<file path="src/rtl/fcg_pkg.sv">
package fcg_pkg;

   // Write operation selected by the upper address bits.
   typedef enum logic [1:0] {
      OP_WRITE  = 2'd0,
      OP_SET    = 2'd1,
      OP_TOGGLE = 2'd2,
      OP_CLEAR  = 2'd3
   } wr_op_e;

   function automatic wr_op_e decode_op(input logic [1:0] sel);
      return wr_op_e'(sel);
   endfunction

   // Apply one aliased write to the current word under a writable mask.
   function automatic logic [31:0] apply_op(input wr_op_e op,
                                            input logic [31:0] cur,
                                            input logic [31:0] data,
                                            input logic [31:0] mask);
      logic [31:0] d;
      d = data & mask;
      case (op)
         OP_WRITE:  return d;
         OP_SET:    return (cur | d) & mask;
         OP_TOGGLE: return (cur ^ d) & mask;
         default:   return cur & ~d & mask;
      endcase
   endfunction

endpackage

</file>
<file path="src/rtl/fcg_ctrl_regs.sv">
module fcg_ctrl_regs
   import fcg_pkg::*;
#(
   parameter int NUM_CH   = 4,
   parameter int LANE_W   = 8,
   parameter int FRAC_W   = 6,
   parameter int RST_FRAC = 18,
   parameter int ADDR_W   = 4
) (
   input  logic                     clk,
   input  logic                     rst_n,
   input  logic [ADDR_W-1:0]        addr,
   input  logic [NUM_CH*LANE_W-1:0] wdata,
   input  logic                     we,
   output logic [NUM_CH*LANE_W-1:0] rdata,
   output logic [NUM_CH*LANE_W-1:0] word_q
);
   localparam int DATA_W   = NUM_CH * LANE_W;
   localparam int GATE_POS = LANE_W - 1;
   localparam int OP_LSB   = 2;
   localparam logic [LANE_W-1:0] LANE_MASK =
      LANE_W'((2 ** FRAC_W - 1) + 2 ** GATE_POS);
   localparam logic [LANE_W-1:0] LANE_RST  =
      LANE_W'(RST_FRAC + 2 ** GATE_POS);

   initial begin : p_param_chk
      assert (DATA_W == 32) else $error("control word must be 32 bits");
      assert (ADDR_W >= OP_LSB + 2) else $error("address too narrow");
      assert (FRAC_W < GATE_POS) else $error("divisor overlaps gate bit");
      assert (RST_FRAC < 2 ** FRAC_W) else $error("reset divisor too wide");
   end

   logic [DATA_W-1:0] wmask;
   logic [DATA_W-1:0] rst_val;
   logic [DATA_W-1:0] word_nxt;
   wr_op_e            op;

   for (genvar c = 0; c < NUM_CH; c++) begin : g_lane
      assign wmask[c*LANE_W +: LANE_W]   = LANE_MASK;
      assign rst_val[c*LANE_W +: LANE_W] = LANE_RST;
   end

   assign op = decode_op(addr[OP_LSB +: 2]);

   always_comb begin
      word_nxt = apply_op(op, word_q, wdata, wmask);
   end

   always_ff @(posedge clk or negedge rst_n) begin
      if (!rst_n)  word_q <= rst_val;
      else if (we) word_q <= word_nxt;
   end

   assign rdata = word_q;

   AST_RSVD_ZERO: assert property (@(posedge clk) disable iff (!rst_n)
      (rdata & ~wmask) == '0);
   AST_SET_LANDS: assert property (@(posedge clk) disable iff (!rst_n)
      (we && op == OP_SET) |=>
      ((word_q & $past(wdata & wmask)) == $past(wdata & wmask)));
   AST_TOG_FLIPS: assert property (@(posedge clk) disable iff (!rst_n)
      (we && op == OP_TOGGLE) |=>
      (((word_q ^ $past(word_q)) & $past(wmask)) == $past(wdata & wmask)));
   AST_CLR_LANDS: assert property (@(posedge clk) disable iff (!rst_n)
      (we && op == OP_CLEAR) |=> ((word_q & $past(wdata)) == '0));
   AST_HOLD_IDLE: assert property (@(posedge clk) disable iff (!rst_n)
      !we |=> $stable(word_q));
endmodule

</file>
<file path="src/rtl/fcg_frac_clamp.sv">
module fcg_frac_clamp #(
   parameter int FRAC_W   = 6,
   parameter int FRAC_MIN = 12,
   parameter int FRAC_MAX = 35,
   parameter bit CLAMP_EN = 1'b1
) (
   input  logic [FRAC_W-1:0] frac_raw,
   output logic [FRAC_W-1:0] frac_eff
);
   localparam logic [FRAC_W-1:0] LO = FRAC_W'(FRAC_MIN);
   localparam logic [FRAC_W-1:0] HI = FRAC_W'(FRAC_MAX);

   initial begin : p_param_chk
      assert (FRAC_MIN > 0 && FRAC_MIN <= FRAC_MAX)
         else $error("bad divisor range");
      assert (FRAC_MAX < 2 ** FRAC_W) else $error("divisor max too wide");
   end

   if (CLAMP_EN) begin : g_clamp
      always_comb begin
         if (frac_raw < LO)      frac_eff = LO;
         else if (frac_raw > HI) frac_eff = HI;
         else                    frac_eff = frac_raw;
      end
   end else begin : g_pass
      assign frac_eff = frac_raw;
   end
endmodule

</file>
<file path="src/rtl/fcg_lane.sv">
module fcg_lane #(
   parameter int FRAC_W   = 6,
   parameter int NUMER    = 18,
   parameter int FRAC_MIN = 12,
   parameter int FRAC_MAX = 35,
   parameter int CNT_W    = 2
) (
   input  logic              clk,
   input  logic              rst_n,
   input  logic [FRAC_W-1:0] frac,
   input  logic              gate,
   output logic [CNT_W-1:0]  ticks_q,
   output logic              en_q
);
   localparam int SUM_W  = $clog2(FRAC_MAX + NUMER);
   localparam int WORK_W = (SUM_W > FRAC_W + 1) ? SUM_W + 1 : FRAC_W + 2;

   initial begin : p_param_chk
      assert (NUMER < 2 * FRAC_MIN) else $error("two ticks per cycle insufficient");
      assert (CNT_W >= 2) else $error("tick count too narrow");
   end

   logic [SUM_W-1:0]  acc_q, acc_nxt;
   logic [WORK_W-1:0] sum, f1, f2;
   logic [CNT_W-1:0]  cnt_nxt;

   always_comb begin
      sum     = WORK_W'(acc_q) + WORK_W'(NUMER);
      f1      = WORK_W'(frac);
      f2      = f1 << 1;
      cnt_nxt = '0;
      acc_nxt = SUM_W'(sum);
      if (sum >= f2) begin
         cnt_nxt = CNT_W'(2);
         acc_nxt = SUM_W'(sum - f2);
      end else if (sum >= f1) begin
         cnt_nxt = CNT_W'(1);
         acc_nxt = SUM_W'(sum - f1);
      end
   end

   always_ff @(posedge clk or negedge rst_n) begin
      if (!rst_n) begin
         acc_q   <= '0;
         ticks_q <= '0;
         en_q    <= 1'b0;
      end else if (gate) begin
         acc_q   <= '0;
         ticks_q <= '0;
         en_q    <= 1'b0;
      end else begin
         acc_q   <= acc_nxt;
         ticks_q <= cnt_nxt;
         en_q    <= (cnt_nxt != '0);
      end
   end

   AST_TICK_LIMIT: assert property (@(posedge clk) disable iff (!rst_n)
      ticks_q <= CNT_W'(2));
   AST_ACC_BOUND: assert property (@(posedge clk) disable iff (!rst_n)
      acc_q < SUM_W'(FRAC_MAX));
   AST_GATE_HOLD: assert property (@(posedge clk) disable iff (!rst_n)
      gate |=> (ticks_q == '0 && acc_q == '0));
   AST_EN_TICKS: assert property (@(posedge clk) disable iff (!rst_n)
      en_q == (ticks_q != '0));
endmodule

</file>
<file path="src/rtl/fracclk_en_gen.sv">
module fracclk_en_gen #(
   parameter int NUM_CH   = 4,
   parameter int LANE_W   = 8,
   parameter int FRAC_W   = 6,
   parameter int NUMER    = 18,
   parameter int FRAC_MIN = 12,
   parameter int FRAC_MAX = 35,
   parameter int RST_FRAC = 18,
   parameter int ADDR_W   = 4,
   parameter int CNT_W    = 2,
   parameter bit CLAMP_EN = 1'b1
) (
   input  logic                     clk_ref,
   input  logic                     rst_n,
   input  logic [ADDR_W-1:0]        reg_addr,
   input  logic [NUM_CH*LANE_W-1:0] reg_wdata,
   input  logic                     reg_we,
   output logic [NUM_CH*LANE_W-1:0] reg_rdata,
   output logic [NUM_CH*CNT_W-1:0]  tick_cnt,
   output logic [NUM_CH-1:0]        tick_en
);
   localparam int DATA_W   = NUM_CH * LANE_W;
   localparam int GATE_POS = LANE_W - 1;

   logic [DATA_W-1:0] word_q;

   fcg_ctrl_regs #(
      .NUM_CH(NUM_CH), .LANE_W(LANE_W), .FRAC_W(FRAC_W),
      .RST_FRAC(RST_FRAC), .ADDR_W(ADDR_W)
   ) i_regs (
      .clk(clk_ref), .rst_n(rst_n), .addr(reg_addr), .wdata(reg_wdata),
      .we(reg_we), .rdata(reg_rdata), .word_q(word_q)
   );

   for (genvar c = 0; c < NUM_CH; c++) begin : g_ch
      logic [FRAC_W-1:0] frac_eff;

      fcg_frac_clamp #(
         .FRAC_W(FRAC_W), .FRAC_MIN(FRAC_MIN), .FRAC_MAX(FRAC_MAX),
         .CLAMP_EN(CLAMP_EN)
      ) i_clamp (
         .frac_raw(word_q[c*LANE_W +: FRAC_W]),
         .frac_eff(frac_eff)
      );

      AST_FRAC_RANGE: assert property (@(posedge clk_ref) disable iff (!rst_n)
         (!CLAMP_EN) || (frac_eff >= FRAC_W'(FRAC_MIN) &&
                         frac_eff <= FRAC_W'(FRAC_MAX)));

      fcg_lane #(
         .FRAC_W(FRAC_W), .NUMER(NUMER), .FRAC_MIN(FRAC_MIN),
         .FRAC_MAX(FRAC_MAX), .CNT_W(CNT_W)
      ) i_lane (
         .clk(clk_ref), .rst_n(rst_n), .frac(frac_eff),
         .gate(word_q[c*LANE_W + GATE_POS]),
         .ticks_q(tick_cnt[c*CNT_W +: CNT_W]),
         .en_q(tick_en[c])
      );
   end
endmodule

</file>
<file path="config.mk">
export PLATFORM = sky130hd
export DESIGN_NAME = fracclk_en_gen
export DESIGN_NICKNAME = d
export VERILOG_FILES = /design/src/rtl/fcg_pkg.sv /design/src/rtl/fcg_ctrl_regs.sv /design/src/rtl/fcg_frac_clamp.sv /design/src/rtl/fcg_lane.sv /design/src/rtl/fracclk_en_gen.sv
export SDC_FILE = /design/constraint.sdc
export NUM_CORES = 1
export LEC_CHECK = 0
export BUFFER_PORTS_ARGS = -buffer_cell sky130_fd_sc_hd__buf_4
export CAP_MARGIN = 5
export CORE_MARGIN = 2
export CORE_UTILIZATION = 45
export CTS_CLUSTER_DIAMETER = 100
export DETAILED_ROUTE_END_ITERATION = 12
export HOLD_SLACK_MARGIN = 0.12
export PLACE_DENSITY_LB_ADDON = 0.08
export SLEW_MARGIN = 0
export SYNTH_ARGS = -nofsm -noshare
export SYNTH_HDL_FRONTEND = slang
export SYNTH_SLANG_ARGS = --single-unit
</file>
<file path="constraint.sdc">
create_clock -name clk_ref -period 6.5 [get_ports clk_ref]
set_input_delay 0.65 -clock clk_ref [delete_from_list [all_inputs] [get_ports clk_ref]]
set_output_delay 0.65 -clock clk_ref [all_outputs]
set_load 0.005 [all_outputs]
</file>
======== After elaboration in Yosys (flattened, before gate mapping) ========
Index checks and enable logic that the tools add are counted.
storage, ports and cells
  bits in registers ....................... 68
  bits of input ports ..................... 39
  output and inout bits ................... 44
  logic and storage cells ................. 89
operators by class
  add/sub/neg operators ................... 12
  magnitude comparators ................... 16
  eq/ne operators ......................... 2
  mux-type cells .......................... 37
  bitwise operators ....................... 4
  reduce and logical (&&, ||, !) cells .... 5
operator list
  kind                                                                           number
  6-bit 2-to-1 mux                                                               20
  32-bit case mux with 3 select lines                                            1
  6-bit subtractor                                                               8
  32-bit bitwise AND                                                             1
  32-bit inverter                                                                1
  32-bit OR                                                                      1
  32-bit XOR                                                                     1
  6-bit by 5-bit adder with 7-bit output (second input constant)                 4
  7-bit by 6-bit greater-or-equal comparator with 1-bit output                   4
  7-bit greater-or-equal comparator                                              4
  6-bit > comparator (second input constant)                                     4
  6-bit by 4-bit less-than comparator with 1-bit output (second input constant)  4
  2-bit 2-to-1 mux                                                               8
  1-bit 2-to-1 mux                                                               8
  2-bit nonzero test                                                             4
  2-bit by 1-bit == test with 1-bit output (second input constant)               1
  2-bit == test (second input constant)                                          1
  2-bit zero test                                                                1

======== Longest topological paths before layout ========
Gate-level depths: netlist (run 1).
  depth after elaboration ................. 8
  gate-level depth with buffers ........... 11
  depth with buffers taken out ............ 11

======== By module ========
Synthesis (run 1) repeated with hierarchy kept, for this count alone.
second synthesis, totals
  cells, all modules ...................... 812
  area, all modules ....................... 7259.5 µm²
by module, submodules not included
  module                      instances  cells an instance  area an instance (µm²)  sequential area each (µm²)
  fcg_ctrl_regs               1          308                3017.9                  715.7
  fcg_lane at g_ch[1].i_lane  1          119                1014.7                  225.2
  fcg_lane at g_ch[0].i_lane  1          112                1008.5                  225.2
  fcg_lane at g_ch[3].i_lane  1          116                1007.2                  225.2
  fcg_lane at g_ch[2].i_lane  1          105                940.9                   225.2
  fcg_frac_clamp              4          13                 67.6                    0.0

======== Worst setup path before layout (run 1) ========
Ideal clock, no wire load.
  path type ............................... flip-flop to flip-flop
  from .................................... register i_regs.word_q[26], in the netlist i_regs.rdata[26]
  to ...................................... register g_ch[3].i_lane.acc_q[0]
  data arrival time ....................... 2.457 ns
  setup slack ............................. 3.944 ns
  cell stages (with the launch flop) ...... 12
  path buffers ............................ 1
  clock period less this slack ............ 2.556 ns
  cells stage by stage .................... dfrtp_1 -> a21oi_1 -> a31oi_1 -> o22ai_1 -> inv_1 -> fa_1 -> nand2b_1 -> a21oi_1 -> o211ai_1 -> and2_1 -> buf_2 -> a311oi_1
on the way
  cells in the longest elaborated chain, start to end .. 7
ends and longest elaborated chain
  element                                                                                           line                            RTL
  start: declaration                                                                                fcg_ctrl_regs.sv:16             output logic [NUM_CH*LANE_W-1:0] word_q
  start signal: assignment                                                                          fcg_ctrl_regs.sv:50             if (!rst_n) word_q <= rst_val;
  start signal: assignment                                                                          fcg_ctrl_regs.sv:51             else if (we) word_q <= word_nxt;
  6-bit > comparator                                                                                fcg_frac_clamp.sv:22            else if (frac_raw > HI) frac_eff = HI;
  6-bit 2-to-1 mux                                                                                  fcg_frac_clamp.sv:22
  6-bit 2-to-1 mux (*)                                                                              fcg_frac_clamp.sv:21            if (frac_raw < LO) frac_eff = LO;
  6-bit subtractor or 7-bit by 6-bit greater-or-equal comparator with 1-bit output (tied branches)  fcg_lane.sv:38, fcg_lane.sv:36
  6-bit 2-to-1 mux                                                                                  fcg_lane.sv:36                  end else if (sum >= f1) begin
  6-bit 2-to-1 mux (*)                                                                              fcg_lane.sv:33                  if (sum >= f2) begin
  6-bit 2-to-1 mux (*)                                                                              fcg_lane.sv:47                  end else if (gate) begin
  end signal: assignment                                                                            fcg_lane.sv:52                  acc_q <= acc_nxt;
  end: declaration                                                                                  fcg_lane.sv:23                  logic [SUM_W-1:0] acc_q, acc_nxt;
Every way passes the cells marked *; elsewhere a longest branch is shown, timed or not.
A chain may end at the register's enable or synchronous reset.

======== Final worst setup path (run 1) ========
  from .................................... register i_regs.word_q[20], in the netlist i_regs.rdata[20]
  to ...................................... register g_ch[2].i_lane.acc_q[0]
on the way
  cells in the longest elaborated chain, start to end .. 7
ends and longest elaborated chain
  element                                                                                           line
  6-bit > comparator                                                                                fcg_frac_clamp.sv:22
  6-bit 2-to-1 mux                                                                                  fcg_frac_clamp.sv:22
  6-bit 2-to-1 mux (*)                                                                              fcg_frac_clamp.sv:21
  6-bit subtractor or 7-bit by 6-bit greater-or-equal comparator with 1-bit output (tied branches)  fcg_lane.sv:38, fcg_lane.sv:36
  6-bit 2-to-1 mux                                                                                  fcg_lane.sv:36
  6-bit 2-to-1 mux (*)                                                                              fcg_lane.sv:33
  6-bit 2-to-1 mux (*)                                                                              fcg_lane.sv:47
  end signal: assignment                                                                            fcg_lane.sv:52
  end: declaration                                                                                  fcg_lane.sv:23
Marked as above.

==> results of run 1 <==
-- critical path, stage by stage, from the launching register on --
cell and delay (ns):
dfstp_2 0.58, inv_1 0.10, a22oi_1 0.34, ha_1 0.27
fa_1 0.23, nand2b_1 0.14, a21oi_1 0.10, o32ai_2 0.84
a21oi_1 0.14, a311oi_1 0.31
-- report_power, final --
part	switching, mW	internal [mW]	total (mW)
Sequential	0.147	0.558	0.705
Combinational	1.64	1.32	2.96
Clock	0.190	0.346	0.537
-- area by class of cell --
| class | count | area [um^2] | area share, % |
|---|---|---|---|
| clock buffer | 13 | 250 | 3.23 |
| timing repair buffer | 72 | 541 | 6.99 |
| sequential | 64 | 1620 | 20.9 |
| inverter | 112 | 420 | 5.43 |
| multi-input combinational | 540 | 4610 | 59.6 |
| clock inverter | 3 | 65.1 | 0.841 |
| tap | 184 | 230 | 2.98 |
-- per-layer routing --
metal  global-route usage [%]  share of wire [%]
met4                     5.37                1.1
met1                     27.2                 46
met5                        0                  0
met3                     3.18                3.6
met2                     36.9                 49
-- state kept, by name (all words and copies together) (netlist names) --
name / flops
i_regs.rdata: 28
g_ch.i_lane.acc_q: 24
g_ch.i_lane.ticks_q: 8
g_ch.i_lane.en_q: 4
-- path summary, 6_finish.rpt --
check | slack, ns | end | from
max in group asynchronous | 5.48 | g_ch[2].i_lane.en_q | rst_n
setup / recovery | 3.35 | g_ch[2].i_lane.acc_q[0] | i_regs.rdata[20]
min in group clk_ref | 0.54 | i_regs.rdata[1] | i_regs.rdata[1]
hold / removal | 0.44 | g_ch[1].i_lane.acc_q[5] | rst_n
setup reg to reg | 3.35 | g_ch[2].i_lane.acc_q[0] | i_regs.rdata[20]
hold reg to reg | 0.54 | i_regs.rdata[1] | i_regs.rdata[1]
-- placed cells by master (no fill, tap or decap), types with 7 or more instances in the layout --
cell type and count:
o21ai_0 55, a221oi_1 7, a211oi_1 9, xnor2_1 13, inv_1 111, a31oi_1 7
o211ai_1 10, fa_1 8, a21oi_1 40, buf_4 72, nand3_1 11, mux4_2 28
nor2_1 37, nor2b_1 12, xor2_1 12, mux2i_1 10, a311oi_1 7, dfstp_2 12
nand2b_1 15, nand2_1 46, clkbuf_16 9, o21ai_1 7, ha_1 112, dfrtp_1 52
-- synth_stat cells, types with 3 or more instances --
| cell type | count |
|---|---|
| a311oi_1 | 7 |
| or2_2 | 3 |
| buf_4 | 13 |
| mux4_2 | 28 |
| a211oi_1 | 9 |
| dfrtp_1 | 52 |
| o21ai_1 | 7 |
| nor2_1 | 37 |
| nand3_1 | 11 |
| nand2b_1 | 15 |
| o211a_1 | 6 |
| dfstp_2 | 12 |
| o22ai_1 | 3 |
| a21o_1 | 5 |
| nor2b_1 | 12 |
| a21oi_1 | 40 |
| a22oi_1 | 4 |
| o211ai_1 | 10 |
| a21boi_0 | 5 |
| or3_1 | 6 |
| nor3b_1 | 3 |
| fa_1 | 8 |
| and3_1 | 3 |
| xor2_1 | 12 |
| inv_1 | 111 |
| mux2i_1 | 10 |
| o21a_1 | 5 |
| a221oi_1 | 7 |
| nand2_1 | 46 |
| xnor2_1 | 13 |
| nand4_1 | 5 |
| clkbuf_1 | 9 |
| buf_2 | 6 |
| ha_1 | 112 |
| o21ai_0 | 55 |
| a31oi_1 | 7 |
| and2_1 | 6 |
| nor3_1 | 5 |
-- cell families after synthesis --
family | synth area share (%)
AO/OA/AOI/OAI | 18.4
AND/OR/NAND/NOR | 11.8
buffers and inverters | 8.76
adder cells (fa/ha/maj) | 22.9
flip-flops | 23.7
multiplexers | 11.1
XOR/XNOR | 3.21
other | 0.0550
==> summary.md, run 1 <==
| Metric | Value |
|---|---|
| Outcome | `finished, final reports clean` |
| Fin cells | `988` |
| Critical Path Sink Type | `flop` |
| Drt pass-1 iters | `5` |
| First-pass GRT wire length | `27.4 mm` |
| Die Area | `16,100 um^2` |
| Lkg Pwr | `3.79 nW` |
| Worst-Margin Slew | `0.946 ns` |
| Root Buffer | `clkbuf_16` |
| Achievable Freq | `317 MHz` |
| Setup tns final | `0 ns` |
| # placed instances | `972` |
| Slew Limit Fails | `0` |
| Setup WS pre-CTS | `3.40 ns` |
| Diode count | `0` |
| Biggest area consumer among synthesized cells | `ha_1` |
| Initial Utilization | `46.5%` |
| Fill cells | `1,395` |
| Die height | `127 um` |
| Yosys top cell area share | `20.6%` |
| Hpwl dp | `12.4 mm` |
| Reg clk slew, reported paths | `0.06 ns` |
| Area after DPL | `7420 um^2` |
| Vias | `5,595` |
| Initial antenna violation count | `0` |
| Post-CTS setup buffer count | `0` |
| Grt ovf | `0` |
| Ratio of cells with drive above 1 in the final layout | `17.5%` |
| Clock Tree Buf Depth | `2` |
| Max IR drop VDD | `0.203 mV` |
| Rel. slew slack | `36.9%` |
| Hold Crit Class | `input port to async pin` |
| Num CTS Buffers | `9` |
| Overall Power | `4.20 mW` |
| FFs w/ async S/R, synth | `100%` |
| Area grow syn2layout | `13.5%` |
| Vias/cell | `5.66` |
| Final hold vios | `0` |
| # clock sinks | `64` |
| YS warnings | `0` |
| Final setup fails | `0` |
| #FFs+latches synth | `64` |
| Worst EP required | `6.73 ns` |
| CTS tree | `done` |
| Wirelength per Cell | `16.6 um` |
| PortBufs | `72` |
| Avg Cell Area, Syn | `9.17 um^2` |
| Final instance area | `7740 um^2` |
| Die width | `127 um` |
| Clock Skew | `0.00617 ns` |
| Seq/Total Area, Yosys | `23.7%` |
| Worst skew pair latency | `0.34 ns` |
| RSZ-0062 raised after global routing | `false` |
| Number of routed nets with antenna violations | `0` |
| Ys flop type | `dfrtp_1` |
| R2R depth | `9` |
| Post_cts resized | `0` |
| Initial drt markers | `372` |
| Io pins | `83` |
| Number of global-route vias before repair | `5,642` |
| GRT Total Usage | `21.0%` |
| Final hold slack | `0.440 ns` |
| Worst Path Class, Setup | `flop to flop` |
| Netlist cell types | `63` |
| Minimum clock period | `3.15 ns` |
| Gpl congestion | `0.857` |
| Area contributors post-synth | `ha_1, dfrtp_1, mux4_2` |
| Placement Rows | `44` |
| Remaining DRCs | `0` |
| Final #Nets | `958` |
| Crit path DAT | `3.38 ns` |
| Core ar. | `14,600 um^2` |
| Final worst-path cycle share | `48.5%` |
| Max cap viols | `0` |
| Routed wire length | `16.5 mm` |
| Cell count after synthesis | `743` |
| Mapped Area | `6820 um^2` |
| PD cells | `543 nW/um^2` |
| Post-synth EDFFs | `0` |
| CP startpoint kind | `flop` |
| Final worst slack | `3.35 ns` |
| Largest net degree at the start of global routing | `65` |
| Hold-fix buffers at CTS | `0` |
| Crit-path max FO | `15` |
| Final Core Density | `52.8%` |
| H-tree depth | `3` |
Power figures use the tool's default switching activity.
==> run 2, diff against run 1 <==
--- a/config.mk
+++ b/config.mk
@@ -5,6 +5,7 @@
 export SDC_FILE = /design/constraint.sdc
 export NUM_CORES = 1
 export LEC_CHECK = 0
+export ABC_AREA = 1
 export BUFFER_PORTS_ARGS = -buffer_cell sky130_fd_sc_hd__buf_4
 export CAP_MARGIN = 5
 export CORE_MARGIN = 2
==> constraint.sdc (replaced) <==
create_clock -name clk_ref -period 2.8 [get_ports clk_ref]
set_input_delay 0.28 -clock clk_ref [delete_from_list [all_inputs] [get_ports clk_ref]]
set_output_delay 0.28 -clock clk_ref [all_outputs]
set_load 0.005 [all_outputs]
==> summary.md, run 2 <==
| Metric | Value |
|---|---|
| Outcome | `finished, final reports clean (unchanged)` |
| Final instance area | `7840 um^2 (was 7740 um^2)` |
| Min-delay src | `reg_wdata[27]` |
| Area grow syn2layout | `13.1% (was 13.5%)` |
| Largest family of logic cells by synthesized area | `simple AND/OR/NAND/NOR gates (was adder cells)` |
| Worst skew pair latency | `0.34 ns (about the same)` |
| PD cells | `1210 nW/um^2 (was 543 nW/um^2)` |
| Clock Tree Buf Depth | `2 (unchanged)` |
| Wirelength per Cell | `14.0 um (was 16.6 um)` |
| Placement Rows | `45 (was 44)` |
| Hold Crit Class | `input port to flop (was input port to async pin)` |
| Leading cell type in the layout, fill and taps excluded | `nand2_1 (was ha_1)` |
| Die height | `128 um (was 127 um)` |
| Simple-gate share of the synthesized area | `26.2% (was 11.8%)` |
| Post-synthesis compound-gate area fraction | `13.0% (was 18.4%)` |
| Initial antenna violation count | `0 (unchanged)` |
| Die Area | `16,400 um^2 (was 16,100 um^2)` |
| Area after DPL | `7540 um^2 (was 7420 um^2)` |
| Yosys top cell area share | `20.2% (was 20.6%)` |
| Vias/cell | `5.09 (was 5.66)` |
| Final worst slack | `0.202 ns (was 3.35 ns)` |
| Num CTS Buffers | `9 (unchanged)` |
| Worst Path Class, Setup | `flop to flop (unchanged)` |
| CP dominant cell by count | `inv_1 (was a21oi_1)` |
| Crit-path max FO | `8 (was 15)` |
| Most frequent cells in the layout | `nand2_1, inv_1, ha_1, buf_4, nor2_1 (was ha_1, inv_1, buf_4, o21ai_0, dfrtp_1)` |
| Biggest area consumer among synthesized cells | `ha_1 (unchanged)` |
| Root Buffer | `clkbuf_16 (unchanged)` |
| Diode count | `0 (unchanged)` |
| YS warnings | `0 (unchanged)` |
| Max FFs per register | `28 (unchanged)` |
| Initial drt markers | `344 (was 372)` |
| Critical Path Sink Type | `flop (unchanged)` |
| Mapped Area | `6930 um^2 (was 6820 um^2)` |
| Setup WS pre-CTS | `0.278 ns (was 3.40 ns)` |
| Most numerous cell in the Yosys netlist | `nand2_1 (was ha_1)` |
| Comb power frac | `72.3% (was 70.5%)` |
| Final hold vios | `0 (unchanged)` |
| Internal power | `4.58 mW (was 2.22 mW)` |
| Reg clk slew, reported paths | `0.06 ns (about the same)` |
| Routed wire length | `17.0 mm (was 16.5 mm)` |
| PortBufs | `72 (unchanged)` |
| Worst EP required | `3.02 ns (was 6.73 ns)` |
| Clock Skew | `0.00832 ns (was 0.00617 ns)` |
| Core ar. | `15,100 um^2 (was 14,600 um^2)` |
| Max IR drop VDD | `0.609 mV (was 0.203 mV)` |
| Worst reg2reg path startpoint | `i_regs.rdata[4] (was i_regs.rdata[20])` |
| Cell count after synthesis | `962 (was 743)` |
| Max cap viols | `0 (unchanged)` |
| #FFs+latches synth | `64 (unchanged)` |
| Lkg Pwr | `4.28 nW (was 3.79 nW)` |
| Achievable Freq | `385 MHz (was 317 MHz)` |
| Number of routed nets with antenna violations | `0 (unchanged)` |
| CP startpoint kind | `flop (unchanged)` |
| # clock sinks | `64 (unchanged)` |
| FFs w/ async S/R, synth | `100% (unchanged)` |
| Initial Utilization | `45.8% (was 46.5%)` |
| Final setup fails | `0 (unchanged)` |
| Netlist cell types | `34 (was 63)` |
| Ys flop type | `dfrtp_1 (unchanged)` |
| Final #Nets | `1,183 (was 958)` |
| H-tree depth | `3 (unchanged)` |
| Worst-Margin Slew | `0.901 ns (was 0.946 ns)` |
| Number of global-route vias before repair | `5,766 (was 5,642)` |
| Avg Cell Area, Syn | `7.21 um^2 (was 9.17 um^2)` |
| Setup tns final | `0 ns (unchanged)` |
| Hpwl dp | `12.7 mm (was 12.4 mm)` |
| Vias | `6,193 (was 5,595)` |
| Rel. slew slack | `40.0% (was 36.9%)` |
| Clock Power Share | `11.8% (was 12.8%)` |
| CP peak stage delay | `0.57 ns (was 0.84 ns)` |
| RSZ-0062 raised after global routing | `false (unchanged)` |
| Overall Power | `9.46 mW (was 4.20 mW)` |
| CTS tree | `done (unchanged)` |
| Largest net degree at the start of global routing | `65 (unchanged)` |
| Slowest cell on the critical path | `dfstp_2 (was o32ai_2)` |
| Post-synth EDFFs | `0 (unchanged)` |
| Slew Limit Fails | `0 (unchanged)` |
| Grt ovf | `0 (unchanged)` |
| Sequential group share of total power | `15.9% (was 16.8%)` |
| CP Launch Point | `i_regs.rdata[4] (was i_regs.rdata[20])` |
| Synth cell count leaders | `nand2_1, inv_1, ha_1 (was ha_1, inv_1, o21ai_0)` |
| Io pins | `83 (unchanged)` |
| GRT Total Usage | `21.5% (was 21.0%)` |
| Cells along the critical path | `inv_1 > o211ai_1 > inv_1 > o21ai_0 > ha_1 > fa_1 > inv_1 > nand3_1 > nand3_2 > inv_1 > nand3_1 > nand2_1 > nor2_1 (was inv_1 > a22oi_1 > ha_1 > fa_1 > nand2b_1 > a21oi_1 > o32ai_2 > a21oi_1 > a311oi_1)` |
| Area contributors post-synth | `ha_1, dfrtp_1, nand2_1 (was ha_1, dfrtp_1, mux4_2)` |
| Drt pass-1 iters | `5 (unchanged)` |
| Remaining DRCs | `0 (unchanged)` |
| Post-Synth Adder-Cell Area | `22.5% (was 22.9%)` |
| Final hold slack | `0.230 ns (was 0.440 ns)` |
| Seq/Total Area, Yosys | `23.3% (was 23.7%)` |
| Crit path DAT | `2.82 ns (was 3.38 ns)` |
| Mux cell area share after synthesis | `0% (was 11.1%)` |
| Switching power | `4.88 mW (was 1.98 mW)` |
| Ratio of cells with drive above 1 in the final layout | `14.1% (was 17.5%)` |
| Final worst-path cycle share | `92.8% (was 48.5%)` |
| Switch share | `51.6% (was 47.1%)` |
| First-pass GRT wire length | `28.3 mm (was 27.4 mm)` |
| XOR/XNOR share of the synthesized area | `3.03% (was 3.21%)` |
| Minimum clock period | `2.60 ns (was 3.15 ns)` |
| Gpl congestion | `0.862 (was 0.857)` |
| Die width | `128 um (was 127 um)` |
==> run 2: what timing repair did <==
item,in CTS,in global routing
gates resized for setup,0,2
endpoints found under the hold margin,49,0
setup endpoints to repair,0,3
hold buffers,1,0
buffers inserted,0,0
==> run 2: layer usage <==
| layer | track usage, % | wire length (um) |
|---|---|---|
| met1 | 30.6 | 8610 |
| met3 | 3.01 | 669 |
| met5 | 0 | 0 |
| met4 | 5.62 | 178 |
| met2 | 34.2 | 7580 |
==> run 2: critical path: cells and delay by family, from the launching register on <==
| family | cells | cell delay, ns |
|---|---|---|
| fa+ha+maj | 2 | 0.48 |
| compound gates | 2 | 0.49 |
| flops | 1 | 0.57 |
| simple gates | 5 | 0.46 |
| buf+inv | 4 | 0.47 |
==> run 2: power by group through the flow <==
stage	logic (mW)	clock network (mW)	registers, mW
after global routing	7.90	1.17	1.54
final	6.84	1.12	1.50
after global placement	6.73	0	1.52
after floorplan	5.43	0	1.47
after CTS	6.81	1.14	1.50
after detailed placement	6.77	0	1.52
==> run 2: layout make-up <==
type                    count  area [um^2]
fillers                  1573         7300
multi-input cells         713         4500
well taps                 188          235
clock buffers              14          274
inverters                 154          582
flip-flops and latches     64         1620
clock inverters             2         12.5
repair buffers             82          618
==> run 2: path summary, 6_finish.rpt <==
path                       cells after the start  slack, ns                   endpoint
setup / recovery                              13       0.20    g_ch[0].i_lane.acc_q[2]
hold / removal                                 3       0.23           i_regs.rdata[27]
setup reg to reg                              13       0.20    g_ch[0].i_lane.acc_q[2]
hold reg to reg                                2       0.49    g_ch[1].i_lane.acc_q[0]
max in group asynchronous                      2       1.60        g_ch[3].i_lane.en_q
min in group asynchronous                      2       0.62  g_ch[0].i_lane.ticks_q[0]
==> run 2: stage by stage <==
| stage | cells | utilization (%) |
|---|---|---|
| final | 1217 | 51.8 |
| after global routing | 1217 | 51.8 |
| after floorplan | 965 | - |
| after CTS | 1217 | 51.7 |
| after detailed placement | 1200 | 49.8 |
| after global placement | 1200 | 49.8 |
==> run 2: logic make-up after synthesis <==
| kind of cell | Yosys count |
|---|---|
| flip-flops | 64 |
| AO/OA/AOI/OAI | 152 |
| other | 1 |
| AND/OR/NAND/NOR | 413 |
| adder cells (fa/ha/maj) | 120 |
| XOR/XNOR | 24 |
| buffers and inverters | 188 |
==> run 3, diff against run 2 <==
--- a/config.mk
+++ b/config.mk
@@ -9,7 +9,7 @@
 export BUFFER_PORTS_ARGS = -buffer_cell sky130_fd_sc_hd__buf_4
 export CAP_MARGIN = 5
 export CORE_MARGIN = 2
-export CORE_UTILIZATION = 45
+export CORE_UTILIZATION = 55
 export CTS_CLUSTER_DIAMETER = 100
 export DETAILED_ROUTE_END_ITERATION = 12
 export HOLD_SLACK_MARGIN = 0.12
==> summary.md, run 3 (synthesized netlist as in run 2, its figures left out) <==
| Metric | Value |
|---|---|
| Worst skew pair latency | `0.33 ns (was 0.34 ns)` |
| Die height | `116 um (was 128 um)` |
| Achievable Freq | `386 MHz (was 385 MHz)` |
| Outcome | `finished, final reports clean (unchanged)` |
| Crit-path max FO | `8 (unchanged)` |
| Num CTS Buffers | `9 (unchanged)` |
| Leading cell type in the layout, fill and taps excluded | `nand2_1 (unchanged)` |
| Largest net degree at the start of global routing | `65 (unchanged)` |
| Wirelength per Cell | `13.2 um (was 14.0 um)` |
| Clock Skew | `0.00845 ns (was 0.00832 ns)` |
| Worst Path Class, Setup | `flop to flop (unchanged)` |
| PortBufs | `72 (unchanged)` |
| Placement Rows | `41 (was 45)` |
| Diode count | `0 (unchanged)` |
| Gpl congestion | `0.901 (was 0.862)` |
| Fill cells | `1,181 (was 1,573)` |
| Crit path DAT | `2.81 ns (was 2.82 ns)` |
| Core ar. | `12,500 um^2 (was 15,100 um^2)` |
| H-tree depth | `3 (unchanged)` |
| Worst EP required | `3.02 ns (about the same)` |
| # clock sinks | `64 (unchanged)` |
| Max IR drop VDD | `0.700 mV (was 0.609 mV)` |
| Critical Path Sink Type | `flop (unchanged)` |
| CTS tree | `done (unchanged)` |
| Grt ovf | `0 (unchanged)` |
| Io pins | `83 (unchanged)` |
| Initial Utilization | `55.6% (was 45.8%)` |
| Vias | `6,242 (was 6,193)` |
| Worst-Margin Slew | `0.866 ns (was 0.901 ns)` |
| Post-CTS setup buffer count | `0 (unchanged)` |
| GRT Total Usage | `24.2% (was 21.5%)` |
| Initial antenna violation count | `0 (unchanged)` |
| First-pass GRT wire length | `26.3 mm (was 28.3 mm)` |
| Final worst-path cycle share | `92.6% (was 92.8%)` |
| CP startpoint kind | `flop (unchanged)` |
| Setup WS pre-CTS | `0.208 ns (was 0.278 ns)` |
| Number of global-route vias before repair | `5,485 (was 5,766)` |
| Setup tns final | `0 ns (unchanged)` |
| PD cells | `1200 nW/um^2 (was 1210 nW/um^2)` |
| Most frequent cells in the layout | `nand2_1, inv_1, ha_1, buf_4, nor2_1 (unchanged)` |
| Slowest cell on the critical path | `dfstp_2 (unchanged)` |
| Lkg Pwr | `4.28 nW (about the same)` |
| Rel. slew slack | `42.3% (was 40.0%)` |
| Final hold vios | `0 (unchanged)` |
| Overall Power | `9.38 mW (was 9.46 mW)` |
| Hpwl dp | `11.8 mm (was 12.7 mm)` |
| RSZ-0062 raised after global routing | `false (unchanged)` |
| Reg clk slew, reported paths | `0.06 ns (about the same)` |
| Area grow syn2layout | `12.6% (was 13.1%)` |
| Ratio of cells with drive above 1 in the final layout | `13.8% (was 14.1%)` |
| Cells along the critical path | `inv_1 > a31oi_1 > inv_1 > a21oi_1 > ha_1 > fa_1 > inv_1 > nand3_1 > nand3_2 > inv_1 > nand3_1 > nand2_1 > nor2_1 (was inv_1 > o211ai_1 > inv_1 > o21ai_0 > ha_1 > fa_1 > inv_1 > nand3_1 > nand3_2 > inv_1 > nand3_1 > nand2_1 > nor2_1)` |
| Clock Tree Buf Depth | `2 (unchanged)` |
| Routed wire length | `15.9 mm (was 17.0 mm)` |
| CP peak stage delay | `0.55 ns (was 0.57 ns)` |
| Die Area | `13,500 um^2 (was 16,400 um^2)` |
| Final worst slack | `0.208 ns (was 0.202 ns)` |
| Final #Nets | `1,182 (was 1,183)` |
| Die width | `116 um (was 128 um)` |
| Final setup fails | `0 (unchanged)` |
| Remaining DRCs | `0 (unchanged)` |
| Max FFs per register | `28 (unchanged)` |
| Hold Crit Class | `input port to flop (unchanged)` |
| Minimum clock period | `2.59 ns (was 2.60 ns)` |
| Root Buffer | `clkbuf_16 (unchanged)` |
| Drt pass-1 iters | `7 (was 5)` |
| Slew Limit Fails | `0 (unchanged)` |
| Number of routed nets with antenna violations | `0 (unchanged)` |
| CP dominant cell by count | `inv_1 (unchanged)` |
| Vias/cell | `5.20 (was 5.09)` |
| Initial drt markers | `367 (was 344)` |
| Max cap viols | `0 (unchanged)` |
==> run 3: cell types whose count changed in the layout (fill, tap and decap cells not counted) <==
cell        change
clkbuf_1        +2
clkinvlp_4      -2
buf_4           -1
clkinv_2        -1
inv_1           +1
o31ai_1         -1
o31ai_2         +1
==> run 3: per-stage QoR <==
| step | area [um^2] | util [%] | hold slack, ns | std cells |
|---|---|---|---|---|
| 6_report | 7810 | 62.7 | 0.244 | 1200 |
| 5_1_grt | 7810 | 62.7 | 0.258 | 1200 |
| 4_1_cts | 7800 | 62.6 | 0.234 | 1200 |
| 3_5_place_dp | 7510 | 60.2 | 0.459 | 1183 |
| 3_3_place_gp | 7510 | 60.2 | 0.450 | 1183 |
| 2_1_floorplan | 6950 | - | -0.0156 | 965 |
==> run 3: area by class of cell <==
cell class	count	area [um^2]	area share (%)
clock buffers	16	282	3.60
inverters	154	578	7.40
multi-input cells	713	4510	57.7
flip-flops and latches	64	1620	20.7
well taps	172	215	2.76
repair buffers	81	611	7.82
==> run 3: timing repair <==
item | CTS | global route
endpoints found under the setup margin | 0 | 9
hold buffers | 1 | 0
gates resized for setup | 0 | 2
hold endpoints to repair | 45 | 0
==> run 3: worst max-delay path, delay by kind of cell, from the launching register on <==
family / cells / cell delay (ns)
buf+inv: 4 / 0.52
simple gates: 5 / 0.48
compound gates: 2 / 0.47
flops: 1 / 0.55
fa+ha+maj: 2 / 0.46
==> run 3: power by group <==
group | leakage [nW] | switching, mW | internal, mW
combinational | 3.37 | 4.15 | 2.62
clock | 0.137 | 0.423 | 0.675
sequential | 0.771 | 0.250 | 1.26
total | 4.28 | 4.82 | 4.56
==> run 3: final timing paths <==
kind	startpoint	slack, ns	endpoint	depth (start not counted)
max	i_regs.rdata[12]	0.21	g_ch[1].i_lane.acc_q[3]	13
min	reg_wdata[8]	0.24	i_regs.rdata[8]	3
max reg2reg	i_regs.rdata[12]	0.21	g_ch[1].i_lane.acc_q[3]	13
min reg2reg	g_ch[1].i_lane.acc_q[0]	0.48	g_ch[1].i_lane.acc_q[0]	2
max in group asynchronous	rst_n	1.63	g_ch[2].i_lane.acc_q[2]	2
min in group asynchronous	rst_n	0.58	g_ch[0].i_lane.en_q	2
==> run 3: layer usage <==
| layer | global-route usage [%] | wire [um] |
|---|---|---|
| met2 | 37.6 | 6920 |
| met5 | 0 | 0 |
| met4 | 6.90 | 288 |
| met3 | 3.17 | 650 |
| met1 | 35.4 | 8000 |
